## config.mk

```make
export PLATFORM = sky130hd
export DESIGN_NAME = pbus_xfer_engine
export DESIGN_NICKNAME = d
export VERILOG_FILES = /design/src/rtl/pbus_pkg.sv /design/src/rtl/pbus_fifo.sv /design/src/rtl/pbus_tick_div.sv /design/src/rtl/pbus_strobe_seq.sv /design/src/rtl/pbus_xfer_engine.sv
export SDC_FILE = /design/constraint.sdc
export NUM_CORES = 1
export LEC_CHECK = 0
export ABC_AREA = 1
export CAP_MARGIN = 20
export CORE_MARGIN = 2
export CORE_UTILIZATION = 40
export DETAILED_ROUTE_END_ITERATION = 8
export DONT_BUFFER_PORTS = 1
export PLACE_DENSITY_LB_ADDON = 0.1
export SYNTH_ARGS = -nofsm -noshare
export SYNTH_HDL_FRONTEND = slang
export SYNTH_HIERARCHICAL = 1
export SYNTH_SLANG_ARGS = --single-unit
export TNS_END_PERCENT = 30
```

## constraint.sdc

```tcl
create_clock -name clk -period 6.5 [get_ports clk]
set_clock_uncertainty 0.15 [all_clocks]
set_input_delay 0.975 -clock clk [delete_from_list [all_inputs] [get_ports clk]]
set_output_delay 0.975 -clock clk [all_outputs]
set_load 0.01 [all_outputs]
```

## src/rtl/pbus_pkg.sv

```systemverilog
package pbus_pkg;
  localparam int BUS_W = 16;
  localparam int CNT_W = 18;
  localparam int TW0_W = 4;
  localparam int TW1_W = 6;
  localparam int PICK_W = 10;

  localparam logic [2:0] ADR_ID     = 3'd0;
  localparam logic [2:0] ADR_TIMING = 3'd1;
  localparam logic [2:0] ADR_MODE   = 3'd2;
  localparam logic [2:0] ADR_PICK   = 3'd3;
  localparam logic [2:0] ADR_FIFO   = 3'd4;
  localparam logic [2:0] ADR_DIV    = 3'd5;

  localparam logic [1:0] SZ_BYTE = 2'd0;
  localparam logic [1:0] SZ_HALF = 2'd1;

  localparam logic [31:0] SYNC_A     = 32'h5555_5555;
  localparam logic [31:0] SYNC_B     = 32'hAAAA_AAAA;
  localparam logic [31:0] TIMING_RST = 32'h4200_0000;
  localparam logic [PICK_W-1:0] PICK_RST = 10'h067;

  typedef enum logic [1:0] {SEQ_IDLE, SEQ_ACT, SEQ_REST} seq_state_e;

  // Number of bus slices one queued entry produces.
  function automatic logic [2:0] slice_count(logic [1:0] size, logic w16, logic [4:0] pc_m1);
    logic [5:0] want;
    logic [2:0] cap;
    cap  = w16 ? 3'd2 : 3'd4;
    want = {1'b0, pc_m1} + 6'd1;
    if (size == SZ_BYTE) return 3'd1;
    if (size == SZ_HALF) return w16 ? 3'd1 : 3'd2;
    return (want > {3'b000, cap}) ? cap : want[2:0];
  endfunction

  function automatic logic [31:0] size_mask(logic [1:0] size, logic [31:0] d);
    if (size == SZ_BYTE) return {24'h0, d[7:0]};
    if (size == SZ_HALF) return {16'h0, d[15:0]};
    return d;
  endfunction
endpackage

```

## src/rtl/pbus_fifo.sv

```systemverilog
module pbus_fifo #(
  parameter int W     = 34,
  parameter int DEPTH = 8
)(
  input  logic         clk,
  input  logic         clr,
  input  logic         push,
  input  logic [W-1:0] din,
  input  logic         pop,
  output logic [W-1:0] dout,
  output logic         empty,
  output logic         full
);
  localparam int AW = (DEPTH > 1) ? $clog2(DEPTH) : 1;

  logic [W-1:0]  mem [DEPTH];
  logic [AW-1:0] wp, rp;
  logic [AW:0]   cnt;
  logic          do_push, do_pop;

  assign empty   = (cnt == '0);
  assign full    = (cnt == (AW+1)'(DEPTH));
  assign do_push = push && !full;
  assign do_pop  = pop && !empty;
  assign dout    = mem[rp];

  always_ff @(posedge clk) begin
    if (do_push) mem[wp] <= din;
  end

  always_ff @(posedge clk) begin
    if (clr) begin
      wp  <= '0;
      rp  <= '0;
      cnt <= '0;
    end else begin
      if (do_push) wp <= (wp == AW'(DEPTH-1)) ? '0 : wp + 1'b1;
      if (do_pop)  rp <= (rp == AW'(DEPTH-1)) ? '0 : rp + 1'b1;
      cnt <= cnt + (AW+1)'(do_push) - (AW+1)'(do_pop);
    end
  end
endmodule

```

## src/rtl/pbus_tick_div.sv

```systemverilog
module pbus_tick_div #(
  parameter int DW = 3
)(
  input  logic          clk,
  input  logic          clr,
  input  logic [DW-1:0] div_m1,
  output logic          tick
);
  logic [DW-1:0] cnt;

  assign tick = (cnt >= div_m1);

  always_ff @(posedge clk) begin
    if (clr || tick) cnt <= '0;
    else             cnt <= cnt + 1'b1;
  end
endmodule

```

## src/rtl/pbus_strobe_seq.sv

```systemverilog
module pbus_strobe_seq
  import pbus_pkg::*;
#(
  parameter int T0W = 4,
  parameter int T1W = 6
)(
  input  logic           clk,
  input  logic           clr,
  input  logic           tick,
  input  logic           req,
  input  logic [T0W-1:0] tw0_m1,
  input  logic [T1W-1:0] tw1_m1,
  output logic           strobe_on,
  output logic           accept,
  output logic           fault,
  output logic           sample,
  output logic           busy
);
  localparam int CW = (T0W > T1W) ? T0W : T1W;

  seq_state_e    st;
  logic [CW-1:0] cnt;
  logic          slot, bad;

  // A new cycle may begin from idle or on the last recovery tick.
  assign slot      = tick && ((st == SEQ_IDLE) || (st == SEQ_REST && cnt == '0));
  assign bad       = (tw1_m1 < T1W'(2));
  assign accept    = slot && req && !bad;
  assign fault     = slot && req && bad;
  assign sample    = tick && (st == SEQ_REST) && (cnt == CW'(tw1_m1));
  assign strobe_on = (st == SEQ_ACT);
  assign busy      = (st != SEQ_IDLE);

  always_ff @(posedge clk) begin
    if (clr) begin
      st  <= SEQ_IDLE;
      cnt <= '0;
    end else if (tick) begin
      case (st)
        SEQ_IDLE: if (accept) begin
          st  <= SEQ_ACT;
          cnt <= CW'(tw0_m1);
        end
        SEQ_ACT: if (cnt == '0) begin
          st  <= SEQ_REST;
          cnt <= CW'(tw1_m1);
        end else begin
          cnt <= cnt - 1'b1;
        end
        SEQ_REST: if (cnt == '0) begin
          if (accept) begin
            st  <= SEQ_ACT;
            cnt <= CW'(tw0_m1);
          end else begin
            st <= SEQ_IDLE;
          end
        end else begin
          cnt <= cnt - 1'b1;
        end
        default: st <= SEQ_IDLE;
      endcase
    end
  end
endmodule

```

## src/rtl/pbus_xfer_engine.sv

```systemverilog
module pbus_xfer_engine
  import pbus_pkg::*;
#(
  parameter int          WFIFO_DEPTH = 8,
  parameter int          RFIFO_DEPTH = 8,
  parameter int          DIV_W       = 3,
  parameter logic [31:0] COMP_CODE   = 32'h0000_D15B,
  parameter logic [31:0] VERSION_ID  = 32'h0002_0001
)(
  input  logic             clk,
  input  logic             rst,
  input  logic             reg_wr,
  input  logic             reg_rd,
  input  logic [2:0]       reg_addr,
  input  logic [1:0]       reg_wsize,
  input  logic [31:0]      reg_wdata,
  output logic [31:0]      reg_rdata,
  input  logic [BUS_W-1:0] pb_din,
  output logic [BUS_W-1:0] pb_dout,
  output logic             pb_doe,
  output logic             pb_csn,
  output logic             pb_wen,
  output logic             pb_ren,
  output logic             pb_cd
);
  localparam int WENT_W = 34;

  // Programmed state
  logic [31:0]       timing;
  logic              mode_en, mode_rst, mode_dir, mode_gate;
  logic [PICK_W-1:0] pick;
  logic [DIV_W-1:0]  divr;
  logic [1:0]        id_idx;

  // Engine state
  logic              go, go_q, start, done;
  logic [CNT_W-1:0]  rem;
  logic              eng_clr, tick, strobe_on, accept, fault, smp, seq_busy;
  logic              req, cyc_rd, stat_idle, w16;
  logic              h_valid;
  logic [31:0]       h_data;
  logic [2:0]        h_left;

  logic [WENT_W-1:0] wf_dout;
  logic              wf_push, wf_pop, wf_empty, wf_full;
  logic [BUS_W-1:0]  rf_din, rf_dout;
  logic              rf_push, rf_pop, rf_empty, rf_full;

  assign w16       = (pick[4:0] == 5'd15);
  assign go        = mode_en && !mode_rst && !timing[30] && !mode_gate;
  assign start     = go && !go_q;
  assign eng_clr   = rst || mode_rst || fault;
  assign stat_idle = !seq_busy && wf_empty && !h_valid;

  assign req = go && !done && (mode_dir ? !rf_full : h_valid);

  // ---------------- register file ----------------
  always_ff @(posedge clk) begin
    if (rst) begin
      timing    <= TIMING_RST;
      mode_en   <= 1'b0;
      mode_rst  <= 1'b0;
      mode_dir  <= 1'b0;
      mode_gate <= 1'b1;
      pick      <= PICK_RST;
      divr      <= '0;
      id_idx    <= '0;
    end else begin
      if (fault) mode_en <= 1'b0;
      if (reg_wr) begin
        case (reg_addr)
          ADR_ID:     id_idx <= '0;
          ADR_TIMING: timing <= reg_wdata;
          ADR_MODE: begin
            mode_en   <= reg_wdata[0];
            mode_rst  <= reg_wdata[1];
            mode_dir  <= reg_wdata[2];
            mode_gate <= reg_wdata[4];
          end
          ADR_PICK:   pick <= reg_wdata[PICK_W-1:0];
          ADR_DIV:    divr <= reg_wdata[DIV_W-1:0];
          default: ;
        endcase
      end
      if (reg_rd && reg_addr == ADR_ID && id_idx != 2'd3) id_idx <= id_idx + 2'd1;
    end
  end

  always_ff @(posedge clk) begin
    if (rst) begin
      reg_rdata <= '0;
    end else if (reg_rd) begin
      case (reg_addr)
        ADR_ID: begin
          case (id_idx)
            2'd0:    reg_rdata <= SYNC_A;
            2'd1:    reg_rdata <= SYNC_B;
            2'd2:    reg_rdata <= COMP_CODE;
            default: reg_rdata <= VERSION_ID;
          endcase
        end
        ADR_TIMING: reg_rdata <= timing;
        ADR_MODE:   reg_rdata <= {27'h0, mode_gate, stat_idle, mode_dir, mode_rst, mode_en};
        ADR_PICK:   reg_rdata <= {{(32-PICK_W){1'b0}}, pick};
        ADR_FIFO:   reg_rdata <= rf_empty ? 32'h0 : {{(32-BUS_W){1'b0}}, rf_dout};
        ADR_DIV:    reg_rdata <= {{(32-DIV_W){1'b0}}, divr};
        default:    reg_rdata <= '0;
      endcase
    end
  end

  // ---------------- queues ----------------
  assign wf_push = reg_wr && (reg_addr == ADR_FIFO);
  assign wf_pop  = !h_valid && !wf_empty;

  pbus_fifo #(.W(WENT_W), .DEPTH(WFIFO_DEPTH)) u_wfifo (
    .clk(clk), .clr(eng_clr), .push(wf_push), .din({reg_wsize, reg_wdata}),
    .pop(wf_pop), .dout(wf_dout), .empty(wf_empty), .full(wf_full)
  );

  assign rf_din  = w16 ? pb_din : {8'h00, pb_din[7:0]};
  assign rf_push = smp && cyc_rd;
  assign rf_pop  = reg_rd && (reg_addr == ADR_FIFO);

  pbus_fifo #(.W(BUS_W), .DEPTH(RFIFO_DEPTH)) u_rfifo (
    .clk(clk), .clr(eng_clr), .push(rf_push), .din(rf_din),
    .pop(rf_pop), .dout(rf_dout), .empty(rf_empty), .full(rf_full)
  );

  // ---------------- tick and cycle sequencer ----------------
  pbus_tick_div #(.DW(DIV_W)) u_tick (
    .clk(clk), .clr(rst || mode_rst), .div_m1(divr), .tick(tick)
  );

  pbus_strobe_seq #(.T0W(TW0_W), .T1W(TW1_W)) u_seq (
    .clk(clk), .clr(eng_clr), .tick(tick), .req(req),
    .tw0_m1(timing[23:20]), .tw1_m1(timing[29:24]),
    .strobe_on(strobe_on), .accept(accept), .fault(fault),
    .sample(smp), .busy(seq_busy)
  );

  // ---------------- transfer length ----------------
  always_ff @(posedge clk) begin
    if (eng_clr) begin
      go_q <= 1'b0;
      done <= 1'b1;
      rem  <= '0;
    end else begin
      go_q <= go;
      if (start) begin
        rem  <= timing[CNT_W-1:0];
        done <= 1'b0;
      end else if (accept) begin
        if (rem == '0) done <= 1'b1;
        else           rem  <= rem - 1'b1;
      end
    end
  end

  // ---------------- slice picker ----------------
  always_ff @(posedge clk) begin
    if (eng_clr) begin
      h_valid <= 1'b0;
      h_data  <= '0;
      h_left  <= '0;
    end else if (wf_pop) begin
      h_valid <= 1'b1;
      h_data  <= size_mask(wf_dout[33:32], wf_dout[31:0]);
      h_left  <= slice_count(wf_dout[33:32], w16, pick[9:5]);
    end else if (accept && !mode_dir) begin
      h_data  <= w16 ? {16'h0, h_data[31:16]} : {8'h0, h_data[31:8]};
      h_left  <= h_left - 3'd1;
      if (h_left == 3'd1) h_valid <= 1'b0;
    end
  end

  // ---------------- bus outputs ----------------
  always_ff @(posedge clk) begin
    if (rst) begin
      pb_dout <= '0;
      pb_csn  <= 1'b1;
      pb_cd   <= 1'b0;
      pb_doe  <= 1'b0;
    end else begin
      pb_csn <= timing[30];
      pb_cd  <= timing[18];
      pb_doe <= go && !mode_dir;
      if (accept && !mode_dir) pb_dout <= w16 ? h_data[15:0] : {8'h00, h_data[7:0]};
    end
  end

  always_ff @(posedge clk) begin
    if (eng_clr)     cyc_rd <= 1'b0;
    else if (accept) cyc_rd <= mode_dir;
  end

  assign pb_wen = ~(strobe_on & ~cyc_rd);
  assign pb_ren = ~(strobe_on & cyc_rd);
endmodule

```

# Word level (Yosys, flattened, before mapping)
# Memories as Yosys holds them, arrays and structs flattened. A register that Yosys moved wholly into a read port is not among the register bits.
# Index checks and enable logic that the tools add are counted.
[totals] register_bits=190 ramBits=400 word_cells=212 n_memories=2
[op_classes] n_addsub=14 n_lt_le_gt_ge=3 n_eq_ne=24 muxes=65 bitwise=5 reduce_logical=70
[memory_table] memory="u_wfifo.mem" words=8 width=34 read_ports=1 rd_ports_with_merged_regs=1 wr=1 line_no="pbus_fifo.sv:16" source="logic [W-1:0] mem [DEPTH];"
[memory_table] memory="u_rfifo.mem" words=8 width=16 read_ports=1 rd_ports_with_merged_regs=1 wr=1 line_no="pbus_fifo.sv:16"
[ops] cell="$mux W32" n=6
[ops] cell="$pmux W32 S6" n=1
[ops] cell="$pmux W32 S3" n=1
[ops] cell="$mux W18" n=3
[ops] cell="$mux W16" n=3
[ops] cell="$mux W3" n=16
[ops] cell="$logic_and A1 B1 Y1" n=27
[ops] cell="$mux W24" n=1
[ops] cell="$mux W1" n=22
[ops] cell="$eq A3 B3 Y1 const B" n=6
[ops] cell="$logic_not A18 Y1" n=1
[ops] cell="$mux W6" n=3
[ops] cell="$pmux W6 S3" n=1
[ops] cell="$reduce_and A2 Y1" n=9
[ops] cell="$sub A18 B1 Y18 const B" n=1
[ops] cell="$add A3 B1 Y3 const B" n=5
[ops] cell="$mux W2" n=7
[ops] cell="$reduce_bool A2 Y1" n=7
[ops] cell="$logic_not A1 Y1" n=13
[ops] cell="$add A4 B1 Y4" n=2
[ops] cell="$eq A4 B4 Y1 const B" n=2
[ops] cell="$logic_not A4 Y1" n=2
[ops] cell="$ne A2 B2 Y1 const B" n=4
[ops] cell="$sub A4 B1 Y4" n=2
[ops] cell="other kinds (23)" n=36

# Logic depth before layout (Yosys ltp)
# Gate-level depths: netlist of run 1.
[depth] ltp_word=16 depth_mapped=20 depth_no_buf=19

# By module
# Netlist of run 1, hierarchy kept.
[modules_own_cells] mod="pbus_fifo (u_wfifo)" instances=1 cells_each=1273 area_each_um2=12508.2 seq_area_each_um2=8428.1
[modules_own_cells] mod="pbus_xfer_engine" instances=1 cells_each=1064 area_each_um2=7563.5 seq_area_each_um2=3183.1
[modules_own_cells] mod="pbus_fifo (u_rfifo)" instances=1 cells_each=654 area_each_um2=6342.3 seq_area_each_um2=4103.9
[modules_own_cells] mod="pbus_strobe_seq" instances=1 cells_each=144 area_each_um2=925.9 seq_area_each_um2=160.2
[modules_own_cells] mod="pbus_tick_div" instances=1 cells_each=24 area_each_um2=190.2 seq_area_each_um2=60.1

# Worst setup path before layout of run 1
# OpenSTA, ideal clock, no wires.
[synth_path] path_kind="input to register" startpoint="input port reg_addr[1]" endpoint="memory u_wfifo.mem[6][0], enable pin" arrival_ns=3.971 slack_ns=1.912 stages=6 path_buffers=1 path_cell_list="nor2_1 > nand2_1 > nor2_1 > nand2_1 > buf_2 > nor3_1"
[synth_between] elab_chain_len=5
[synth_rtl] item="from (decl)" line_no="pbus_xfer_engine.sv:14" source="input logic [2:0] reg_addr,"
[synth_rtl] item="$eq A3 B3 Y1" line_no="pbus_xfer_engine.sv:113" source="assign wf_push = reg_wr && (reg_addr == ADR_FIFO);"
[synth_rtl] item="$logic_and A1 B1 Y1" line_no="pbus_xfer_engine.sv:113"
[synth_rtl] item="net wf_push" line_no="pbus_xfer_engine.sv:45" source="logic wf_push, wf_pop, wf_empty, wf_full;"
[synth_rtl] item="$logic_and A1 B1 Y1" line_no="pbus_fifo.sv:23" source="assign do_push = push && !full;"
[synth_rtl] item="$mux W1" line_no="pbus_fifo.sv:28" source="if (do_push) mem[wp] <= din;"
[synth_rtl] item="$mux W1 (implied by the code)" line_no="pbus_fifo.sv:28"
[synth_rtl] item="to (decl)" line_no="pbus_fifo.sv:16"
# The timed path passes the listed nets, and every way through them passes these cells.

==> results of run 1 <==
[how the worst min path moves through the flow]
stage                         end  cells after the start  slack (ps)           from
floorplan           u_tick/cnt[0]                      1         270  u_tick/cnt[0]
global placement    u_tick/cnt[0]                      1         280  u_tick/cnt[0]
detailed placement  u_tick/cnt[0]                      1         300  u_tick/cnt[0]
CTS                 reg_rdata[31]                      1         250            rst
global route        reg_rdata[19]                      1         270            rst
finish              reg_rdata[30]                      1         290            rst
[routing by layer]
layer	share of wire	GRT usage	vias to the layer above
li1	-	-	10000
met1	0.41	0.260	9468
met2	0.50	0.377	459
met3	0.049	0.0350	139
met4	0.046	0.0987	0
met5	0	0	-
[report_power, final]
group / total, mW / internal [mW] / switching [mW]
Sequential: 4.31 / 4.17 / 0.147
Combinational: 1.82 / 0.510 / 1.31
Clock: 3.79 / 2.24 / 1.55
[cell type report]
type | instances | area (um^2) | area share
clock buffers | 89 | 1870 | 0.0614
well taps | 882 | 1100 | 0.0362
multi-input cells | 1861 | 8820 | 0.289
clock inverters | 34 | 332 | 0.0109
diodes | 1 | 2.50 | 0.0000820
flip-flops and latches | 596 | 15900 | 0.523
inverters | 569 | 2140 | 0.0703
repair buffers | 38 | 285 | 0.00935
[metrics by stage]
stage	std cells	total power, mW	util
2_1_floorplan	3158	5.69	-
3_3_place_gp	3946	6.20	0.414
3_5_place_dp	3946	6.22	0.414
4_1_cts	4069	10.0	0.446
5_1_grt	4069	10.4	0.446
6_report	4070	9.92	0.446
[worst max-delay path: stages (launching register included)]
cell and delay, ps:
dfxtp_1 300, inv_1 70, ha_1 210, nand3_2 150, inv_1 80, a2111oi_0 580
nand2_1 100, inv_1 200, nand2_1 80, nor2_1 170, nor2_2 60, buf_4 230
inv_2 750, inv_1 350, nand2_1 150, nor2_1 60
[state kept, by name (all words and copies together), names as in the netlist, 2 cells and up, named ones only]
name         cells
u_tick/cnt       3
u_wfifo/mem    272
u_wfifo/cnt      4
u_rfifo/cnt      4
pb_dout         16
divr             3
timing          32
h_data          32
u_rfifo/wp       3
u_seq/st         2
u_rfifo/mem    128
u_seq/cnt        6
pick            10
h_left           3
reg_rdata       32
rem             18
u_rfifo/rp       3
u_wfifo/rp       3
id_idx           2
u_wfifo/wp       3
==> results.py, run 1 <==
metrics = {
    "floorplan": {
        "dieWidth_um": 266,
        "die-area_mm2": 0.0709,
        "coreArea_mm2": 0.0683,
        "core.rowCount": 96,
        "initial_core_util": 0.403,
        "die_height_um": 266,
        "io-pin-count": 110,
    },
    "timing": {
        "whs_ps": 289,
        "tightest_slew_ps": 1050,
        "maxSlewHeadroom": 0.296,
        "fmax_mhz": 262,
        "slew_viol_final": 0,
        "rsz0062_at_grt": "no",
        "finalCriticalPeriod_ps": 3820,
        "finalSetupTns_ps": 0,
        "finalHoldViolations": 0,
        "setup_viol": 0,
        "post-route-period-util": 0.588,
        "worst_slack_ps": 2680,
    },
    "job": {
        "cap_violations": 0,
    },
    "pwr": {
        "power.density_mw_per_mm2": 325,
        "peakVddDrop_v": 0.000203,
        "p_leak_nw": 13.3,
    },
    "setup_path": {
        "rrSetupSlack_ps": 2680,
        "regToRegStartpoint": "u_rfifo/cnt[2]",
        "crit_start": "u_rfifo/cnt[2]",
        "crit_arrival_ps": 4150,
        "critical_path_class": "reg -> reg",
        "end_kind": "flip-flop",
        "rr_worst_depth": 15,
        "critPathLaunchType": "flip-flop",
        "critPathRequiredTime_ps": 6830,
        "path_max_fanout": 39,
    },
    "drt": {
        "drtAntennaViolNets": 0,
        "viasPerCell": 4.93,
        "drt-total-wl_mm": 75.7,
        "drc": 0,
        "routed-via-count": 20100,
        "drt-initial-drc-count": 1387,
        "drt_pass1_iterations": 5,
        "wl_per_cell_um": 18.6,
    },
    "cells_and_area": {
        "fin_area_mm2": 0.0305,
        "mostFrequentLayoutCells": "nand2_1, inv_1, edfxtp_1",
        "drive_gt1_frac": 0.0712,
        "fill_cells": 6626,
        "area_growth_pct": 10.8,
        "nets": 3235,
        "layout_commonest_cell": "nand2_1",
    },
    "clock_tree": {
        "root_buffer": "clkbuf_16",
        "postCtsHoldBufs": 0,
        "cts_resized": 0,
        "cts_buffer_depth": 3,
        "htree_levels": 3,
        "cts_tree": "yes",
        "clk_pin_slew_ps": 60,
        "cts_buffers": 69,
        "clock_latency_ps": 600,
        "cts_setup_buffers": 0,
        "clkSinkCount": 596,
    },
    "global_routing": {
        "antenna_found_initial": 0,
        "track_usage": 0.216,
        "grt_pass1_vias": 19400,
        "grt_max_degree": 81,
        "grt_remaining_overflow": 0,
        "grt_pass1_wl_mm": 116,
    },
    "place": {
        "port_buffers": 0,
        "place_area_mm2": 0.0283,
        "routabilityCongestion": 0.855,
        "dp_hpwl_mm": 49.4,
        "pre_cts_slack_ps": 2640,
    },
    "logic_synthesis": {
        "syn_nets": 3258,
        "ys_warn_count": 6,
        "syn_avg_cell_area_um2": 8.72,
        "syn_inst": 3158,
        "syn_area_mm2": 0.0275,
    },
    "worst_hold_path": {
        "hp-class": "in -> reg",
    },
    "run_status": {
        "status": "finished clean",
    },
}
Note: power is estimated with default switching activity, not from simulation.
==> run 2: changes to the inputs <==
- clock period: 6.5 -> 3.39 ns (I/O delays scaled with it)
==> run 2 against run 1 <==
Compared with the run above: die area unchanged; global-route usage is 0.64 points higher; cell area up 2.5%; highest routed layer unchanged; maximum frequency is 23% higher; flip-flop and latch count unchanged; first-iteration DRC count is 10% lower; largest power group unchanged; final cell count increased by 1.9%; via count increased by 0.78%; worst hold slack got worse by 270 ps.
==> results.py, run 2 (synthesis results as in run 1) <==
metrics = {
    "run_status": {
        "status": "finished clean",
    },
    "global_routing": {
        "grt_max_degree": 137,
        "top_usage_layer": "met2",
        "track_usage": 0.222,
        "grt_remaining_overflow": 0,
        "grt_util_met3": 0.0309,
        "grt_pass1_vias": 19800,
        "use_met1": 0.282,
        "antenna_found_initial": 3,
        "met2_usage": 0.394,
        "grt_pass1_wl_mm": 120,
    },
    "place": {
        "dp_hpwl_mm": 51.4,
        "port_buffers": 0,
        "routabilityCongestion": 0.855,
        "pre_cts_slack_ps": 239,
        "place_inst": 3974,
    },
    "clock_tree": {
        "htree_levels": 3,
        "clock_latency_ps": 610,
        "cts_tree": "yes",
        "clkSinkCount": 596,
        "clk_pin_slew_ps": 60,
        "root_buffer": "clkbuf_16",
        "cts_buffers": 68,
        "cts_buffer_depth": 3,
    },
    "drt": {
        "drt_pass1_iterations": 5,
        "routed-via-count": 20200,
        "wl_per_cell_um": 18.8,
        "drtAntennaViolNets": 0,
        "drt-initial-drc-count": 1247,
        "viasPerCell": 4.88,
        "drc": 0,
        "drt-total-wl_mm": 77.9,
    },
    "worst_hold_path": {
        "hp-class": "in -> reg",
        "hold_end": "timing[22]",
        "hold_start": "reg_wdata[22]",
        "hold_path_depth": 2,
    },
    "cells_and_area": {
        "drive_gt1_frac": 0.0773,
        "area_growth_pct": 13.6,
        "reg_top3": "u_wfifo/mem (272), u_rfifo/mem (128)",
        "fill_cells": 6553,
        "layout_commonest_cell": "nand2_1",
        "nets": 3311,
        "top_register": "u_wfifo/mem",
        "mostFrequentLayoutCells": "nand2_1, inv_1, edfxtp_1",
        "largest_register_ffs": 272,
        "instances_no_fill": 4146,
    },
    "timing": {
        "finalSetupTns_ps": 0,
        "tightest_slew_ps": 976,
        "setup_viol": 0,
        "slew_viol_final": 0,
        "fmax_mhz": 321,
        "finalCriticalPeriod_ps": 3120,
        "rsz0062_at_grt": "no",
        "maxSlewHeadroom": 0.343,
        "finalHoldViolations": 0,
        "post-route-period-util": 0.919,
        "worst_slack_ps": 273,
        "whs_ps": 16.8,
    },
    "setup_path": {
        "worstPathCellList": "inv_1 -> ha_1 -> nand2_1 -> inv_1 -> nand2_1 -> nand2_1 -> o211ai_1 -> nor4_1 -> nand2_1 -> inv_1 -> nand2_1 -> ha_1 -> inv_1 -> ha_1 -> inv_1 -> fa_1 -> xor2_1 -> nor2_1",
        "rrSetupSlack_ps": 270,
        "cp_slowest_cell": "fa_1",
        "r2r-end": "u_rfifo/cnt[2]",
        "critPathRequiredTime_ps": 3730,
        "critical_path_class": "reg -> reg",
        "critPathTopFamily": "adder cells",
        "rr_worst_depth": 18,
        "regToRegStartpoint": "divr[2]",
        "path_max_fanout": 3,
        "critPathBufInv": 5,
        "crit_arrival_ps": 3450,
        "max_stage_delay_ps": 370,
        "critPathLaunchType": "flip-flop",
        "end_kind": "flip-flop",
    },
    "floorplan": {
        "die_height_um": 266,
        "initial_core_util": 0.403,
        "io-pin-count": 110,
        "die-area_mm2": 0.0709,
        "coreArea_mm2": 0.0683,
        "core.rowCount": 96,
        "dieWidth_um": 266,
    },
    "pwr": {
        "p_leak_nw": 13.6,
        "power.density_mw_per_mm2": 617,
        "peakVddDrop_v": 0.000659,
    },
    "job": {
        "cap_violations": 0,
    },
}
## run 2: cell types whose count changed in the layout (fill, tap and decap cells not counted), sizes merged
cell / delta
buf: +30
clkbuf: +13
clkinv: -12
clkinvlp: -4
diode: +1
dlygate4sd3: +47
inv: +1
## run 2: routing by layer
metal	vias up	share of wire
li1	10200	-
met3	97	0.037
met5	-	0
met1	9595	0.44
met4	0	0.021
met2	372	0.50
## run 2: through the flow
step / util / instance area [um^2] / power (mW)
floorplan: - / 27500 / 10.9
global placement: 0.418 / 28600 / 12.0
detailed placement: 0.418 / 28600 / 12.0
CTS: 0.457 / 31300 / 19.5
global route: 0.458 / 31300 / 20.3
finish: 0.458 / 31300 / 19.3
## run 2: area by class of cell
type | instances | area [um^2] | area share
diodes | 2 | 5.00 | 0.000160
clock buffers | 102 | 1950 | 0.0624
clock inverters | 19 | 249 | 0.00796
inverters | 569 | 2140 | 0.0686
multi-input cells | 1861 | 8830 | 0.282
flip-flops and latches | 596 | 15900 | 0.510
well taps | 882 | 1100 | 0.0353
repair buffers | 115 | 1050 | 0.0336
## run 2: worst max path at each step
stage                     slack, ps                end  cells after the start            from
final                           270     u_rfifo/cnt[2]                     18         divr[2]
after floorplan                -730  u_wfifo/mem[6][0]                      6     reg_addr[1]
after detailed placement        240          h_data[5]                     16  u_rfifo/cnt[2]
after global routing             10     u_rfifo/cnt[2]                     18         divr[2]
after global placement          250     u_rfifo/cnt[2]                     18         divr[2]
after CTS                       220          h_data[5]                     16  u_rfifo/cnt[2]
## run 2: power by group
group	total [mW]	internal [mW]	switching, mW
sequential	8.21	7.98	0.224
combinational	3.76	1.09	2.67
clock	7.32	4.37	2.95
total	19.3	13.4	5.84
## run 2: what timing repair did
action / in CTS / in global routing
setup endpoints to repair: 0 / 25
resized for setup: 0 / 2
hold buffers: 48 / 0
buffers inserted: 0 / 0
endpoints found under the hold margin: 415 / 0
